**config.mk**
```make
export PLATFORM = sky130hd
export DESIGN_NAME = acc_cpu
export DESIGN_NICKNAME = d
export VERILOG_FILES = /design/src/rtl/acc_cpu.sv
export SDC_FILE = /design/constraint.sdc
export NUM_CORES = 1
export LEC_CHECK = 0
export BUFFER_PORTS_ARGS = -buffer_cell sky130_fd_sc_hd__buf_2
export CORE_MARGIN = 5
export CORE_UTILIZATION = 65
export CTS_BUF_LIST = sky130_fd_sc_hd__clkbuf_8
export DETAILED_ROUTE_END_ITERATION = 7
export HOLD_SLACK_MARGIN = 0.03
export PLACE_DENSITY = 0.86
export SLEW_MARGIN = 0
export SYNTH_ARGS = -nofsm -noshare
export SYNTH_HDL_FRONTEND = slang
export SYNTH_SLANG_ARGS = --single-unit
```
**constraint.sdc**
```tcl
create_clock -name clk -period 5.3 [get_ports clk]
set_clock_uncertainty 0.2 [all_clocks]
set_input_delay 0.53 -clock clk [delete_from_list [all_inputs] [get_ports clk]]
set_output_delay 0.53 -clock clk [all_outputs]
set_load 0.005 [all_outputs]
```
**src/rtl/acc_cpu.sv**
```systemverilog
module acc_cpu #(
  parameter int AW = 12,
  parameter int DW = 16,
  parameter logic [AW-1:0] RESET_PC = 12'h300,
  parameter logic [AW-1:0] VECTOR = 12'hFF0,
  parameter bit IE_AT_RESET = 1'b1
) (
  input  logic          clk,
  input  logic          rst_n,
  output logic [AW-1:0] mem_addr,
  output logic [DW-1:0] mem_wdata,
  input  logic [DW-1:0] mem_rdata,
  output logic          mem_we,
  input  logic          irq,
  output logic          halted,
  output logic [3:0]    psw
);
  localparam int OPW = DW - AW;
  localparam int MW  = DW - 1;
  localparam logic [OPW-1:0] OP_HALT  = OPW'(0);
  localparam logic [OPW-1:0] OP_LOAD  = OPW'(1);
  localparam logic [OPW-1:0] OP_STORE = OPW'(2);
  localparam logic [OPW-1:0] OP_ADD   = OPW'(5);
  localparam logic [OPW-1:0] OP_RETI  = {OPW{1'b1}};

  typedef enum logic [2:0] {S_F1, S_F2, S_F3, S_E1, S_E2, S_HALT} state_t;

  state_t        state;
  logic [AW-1:0] pc, mar, epc;
  logic [DW-1:0] mbr, ir, acc;
  logic          ie, fz, fn, fv;
  logic [OPW-1:0] op;

  assign op        = ir[DW-1:AW];
  assign mem_addr  = mar;
  assign mem_wdata = mbr;
  assign mem_we    = (state == S_E2) && (op == OP_STORE);
  assign halted    = (state == S_HALT);
  assign psw       = {ie, fv, fn, fz};

  logic          sa, sb, rsign, rovf;
  logic [MW-1:0] ma, mb, rmag;
  logic [MW:0]   usum;

  always_comb begin
    sa   = acc[MW];
    ma   = acc[MW-1:0];
    sb   = mem_rdata[MW];
    mb   = mem_rdata[MW-1:0];
    usum = {1'b0, ma} + {1'b0, mb};
    rovf = 1'b0;
    if (sa == sb) begin
      rmag  = usum[MW-1:0];
      rovf  = usum[MW];
      rsign = sa;
    end else if (ma >= mb) begin
      rmag  = ma - mb;
      rsign = sa;
    end else begin
      rmag  = mb - ma;
      rsign = sb;
    end
    if (rmag == '0) rsign = 1'b0;
  end

  always_ff @(posedge clk or negedge rst_n) begin
    if (!rst_n) begin
      state <= S_F1;
      pc    <= RESET_PC;
      mar   <= RESET_PC;
      epc   <= '0;
      mbr   <= '0;
      ir    <= '0;
      acc   <= '0;
      ie    <= IE_AT_RESET;
      fz    <= 1'b0;
      fn    <= 1'b0;
      fv    <= 1'b0;
    end else begin
      case (state)
        S_F1: begin
          mar   <= pc;
          state <= S_F2;
        end
        S_F2: begin
          pc    <= pc + 1'b1;
          state <= S_F3;
        end
        S_F3: begin
          ir    <= mem_rdata;
          mbr   <= mem_rdata;
          mar   <= mem_rdata[AW-1:0];
          state <= S_E1;
        end
        S_E1: begin
          if (op == OP_STORE) mbr <= acc;
          state <= S_E2;
        end
        S_E2: begin
          case (op)
            OP_LOAD: begin
              acc <= mem_rdata;
              mbr <= mem_rdata;
            end
            OP_ADD: begin
              acc <= {rsign, rmag};
              mbr <= mem_rdata;
              fz  <= (rmag == '0);
              fn  <= rsign;
              fv  <= rovf;
            end
            OP_RETI: begin
              pc <= epc;
              ie <= 1'b1;
            end
            default: ;
          endcase
          if (op == OP_HALT) begin
            state <= S_HALT;
          end else if (irq && ie) begin
            epc   <= pc;
            pc    <= VECTOR;
            ie    <= 1'b0;
            state <= S_F1;
          end else begin
            state <= S_F1;
          end
        end
        default: state <= S_HALT;
      endcase
    end
  end

  AST_STORE_DATA: assert property (@(posedge clk) disable iff (!rst_n)
    mem_we |-> mem_wdata == acc);

  AST_HALT_HOLD: assert property (@(posedge clk) disable iff (!rst_n)
    halted |=> (halted && !mem_we));

  AST_PC_STEP: assert property (@(posedge clk) disable iff (!rst_n)
    (state == S_F3) |-> pc == $past(pc) + 1'b1);

  AST_ZERO_POSITIVE: assert property (@(posedge clk) disable iff (!rst_n)
    fz |-> !fn);

  AST_IRQ_ENTRY: assert property (@(posedge clk) disable iff (!rst_n)
    ($past(state) == S_E2 && $past(irq && ie) && $past(op) != OP_HALT)
      |-> (pc == VECTOR && !ie && epc == $past(pc)));

  AST_MASKED: assert property (@(posedge clk) disable iff (!rst_n)
    (state == S_E2 && !ie && op != OP_RETI && op != OP_HALT)
      |=> (state == S_F1 && pc == $past(pc)));
endmodule

```
==> results.toml <==
[place]
gp_congestion = 0.965
place_ws_ns = 0.476
io_buffers = 52
dp_hpwl_mm = 13.5
dp.cells = 918

[setup_path]
regToRegEndpoint = "acc[15]$_DFFE_PN0P_"
start_kind = "flop"
critical_path.max_stage_delay_ns = 0.74
crit_type = "flop to flop"
crit_path_max_fanout = 17
r2r_start = "acc[4]$_DFFE_PN0P_"
cpMostUsedCell = "o211ai_1"
crit_arrival_ns = 4.59
rrSetupSlack_ns = 0.71
end_kind = "flop"
path_buf_inv = 0
crit_cells = 12
crit_required_ns = 5.30
critPathTopFamily = "compound AO/OA/AOI/OAI gates"
path_cells = "ha_1 > o211ai_1 > a21o_1 > a211o_1 > o21ai_2 > mux2_4 > o31ai_1 > xnor2_1 > nor4b_1 > nand4_1 > o32ai_1 > o211ai_1"
r2r_cells = 12
cp_slowest_cell = "o21ai_2"

[sta]
tns_ns = 0
rsz0062_at_grt = "false"
period_share = 0.866
drv_slew = 0
timing.slew.headroom = 0.287
fmax_mhz = 218
fin_ws_ns = 0.712
setup-violations-final = 0
fin_crit_ns = 4.59
worst_pin_slew_ns = 1.07
hold_viol = 0

[floorplanning]
boundaryPins = 53
core.rowCount = 36
die_w_um = 109
die_y_um = 109
die-area_um2 = 11800
start_util = 0.658
design.core.area_um2 = 9640

[routing]
postRouteAntennaNets = 0
routed_via_density = 6.36
routed_wl_mm = 18.0
wl_per_cell_um = 19.3
vias = 5943
route.detailed.drc = 0
dr.first_iter.drc_count = 564
firstDrtPassIters = 5

[power_and_ir_drop]
power_density_nw_per_um2 = 639
p_leak_uw = 0.00320
ir_drop_mv = 0.434

[cts]
cts_max_level = 3
clock-sinks = 79
cts-root-buf = "clkbuf_8"
clockBufferDepth = 2
cts_resized = 0
tritoncts = "built"
clk_latency_ns = 0.37
postCtsHoldBufs = 0
postCtsSetupRepairBufs = 0
numCtsBuffers = 9
clk_pin_slew_worst_paths_ns = 0.09

[global_routing]
grt-ovfl-total = 0
grt_use_total = 0.318
grt_start_max_net_pins = 80
antenna_found_initial = 0
grt_pass1_wl_mm = 29.3
grt_pass1_vias = 5784

[layout]
n_antenna_cell = 0
final_common_cell = "nor2_1"
nets = 868
fill_cells = 783
layout_common_cells = "88 x nor2_1, 78 x nand2_1, 77 x a21oi_1"
drive_above_1_share = 0.140
fin_util = 0.704
final-instance-count-excl-fill = 934
register_area_um2 = 1980
areaGrowthSynthToFinish_pct = 7.05
multi_input_area_um2 = 3970

[yosys]
synthFlopType = "dfrtp_1"
postSynth.asyncResetShare = 1.00
ys_ff_latch = 79
avgSynthCellArea_um2 = 8.17
syn-num-nets = 848
synth.cell_area_um2 = 6340
synth_cell_types = 69
synth-edff-count = 0
syn_inst = 776
ys_seq_area_frac = 0.313
synth_warnings = 0

[min_path]
hp-class = "input pin to async pin"

[status]
status = "finished clean"

[run]
cap_violations = 0
worst register-to-register path, delay by kind of cell, from the launching register on:
| family | cells | cell delay [ns] |
|---|---|---|
| simple gates | 2 | 0.53 |
| flops | 1 | 0.44 |
| xor+xnor | 1 | 0.19 |
| fa+ha+maj | 1 | 0.60 |
| compound gates | 7 | 2.09 |
| mux | 1 | 0.38 |
cell families (layout without fill, tap and decap cells):
group,after synthesis,count (layout),share of synthesized area
buffers and inverters,96,121,0.0620
and+or+nand+nor,261,261,0.190
xor gates and xnor gates,16,16,0.0221
muxes,49,49,0.0825
DFF,79,79,0.313
AOI/OAI and AO/OA,222,222,0.222
adders and majority gates,53,53,0.108
flip-flops by register name, summed over array words and instances, names as in the netlist:
signal	count
state	3
epc	12
mem_addr	12
mem_wdata	16
ir	4
fn	1
fv	1
acc	16
pc	12
ie	1
fz	1
power breakdown:
| group | switching, µW | leakage, µW | total, µW | internal [µW] |
|---|---|---|---|---|
| Sequential | 317 | 0.000886 | 1210 | 896 |
| Clock | 240 | 0.0000957 | 423 | 182 |
| Combinational | 1620 | 0.00222 | 2700 | 1080 |
layer usage:
metal / part of all wire / track usage / wire length (µm)
met1: 0.42 / 0.433 / 7530
met2: 0.46 / 0.502 / 8330
met3: 0.088 / 0.0557 / 1590
met4: 0.032 / 0.132 / 583
met5: 0 / 0 / 0
metrics by stage:
stage,total power (µW),hold WS (ns),instance area [µm²]
detailed placement,3840,0.266,6610
CTS,4270,0.153,6790
global placement,3770,0.258,6610
floorplan,3100,0.0344,6340
finish,4340,0.110,6790
global route,4680,0.194,6790
worst max-delay path by stage:
| stage | slack (ns) | startpoint | endpoint |
|---|---|---|---|
| 2_1_floorplan | 1.54 | mem_rdata[8] | fz$_DFFE_PN0P_ |
| 3_3_place_gp | 0.67 | mem_rdata[4] | acc[15]$_DFFE_PN0P_ |
| 3_5_place_dp | 0.48 | mem_rdata[4] | acc[15]$_DFFE_PN0P_ |
| 4_1_cts | 0.76 | acc[4]$_DFFE_PN0P_ | fz$_DFFE_PN0P_ |
| 5_1_grt | 0.44 | acc[4]$_DFFE_PN0P_ | acc[15]$_DFFE_PN0P_ |
| 6_report | 0.71 | acc[4]$_DFFE_PN0P_ | acc[15]$_DFFE_PN0P_ |
synthesized netlist by cell type, drive strengths merged, types with 4 or more instances:
| master | count | share of area |
|---|---|---|
| o21bai | 5 | 0.0065 |
| dfstp | 5 | 0.021 |
| nand3 | 9 | 0.0071 |
| nor4 | 4 | 0.0039 |
| o21ai | 59 | 0.047 |
| a2111oi | 5 | 0.0099 |
| nor2b | 16 | 0.016 |
| nand4 | 9 | 0.0089 |
| nor3 | 19 | 0.015 |
| buf | 15 | 0.014 |
| dfrtp | 74 | 0.29 |
| ha | 50 | 0.099 |
| and3 | 11 | 0.011 |
| clkbuf | 36 | 0.021 |
| mux2 | 20 | 0.037 |
| a21o | 14 | 0.017 |
| o22ai | 4 | 0.0039 |
| a31oi | 8 | 0.0079 |
| and2 | 4 | 0.0039 |
| o211ai | 8 | 0.0095 |
| nand2b | 12 | 0.012 |
| mux2i | 29 | 0.046 |
| nor2 | 88 | 0.052 |
| nand2 | 79 | 0.047 |
| a21oi | 77 | 0.061 |
| inv | 44 | 0.026 |
| a211oi | 8 | 0.011 |
| xnor2 | 13 | 0.018 |
cell type report:
| cell class | instances | area share |
|---|---|---|
| Inverter | 45 | 0.0249 |
| Sequential cell | 79 | 0.292 |
| Multi-Input combinational cell | 601 | 0.585 |
| Clock buffer | 10 | 0.0203 |
| Tap cell | 133 | 0.0245 |
| Clock inverter | 6 | 0.00553 |
| Timing Repair Buffer | 60 | 0.0476 |
Power figures use the tool's default switching activity.
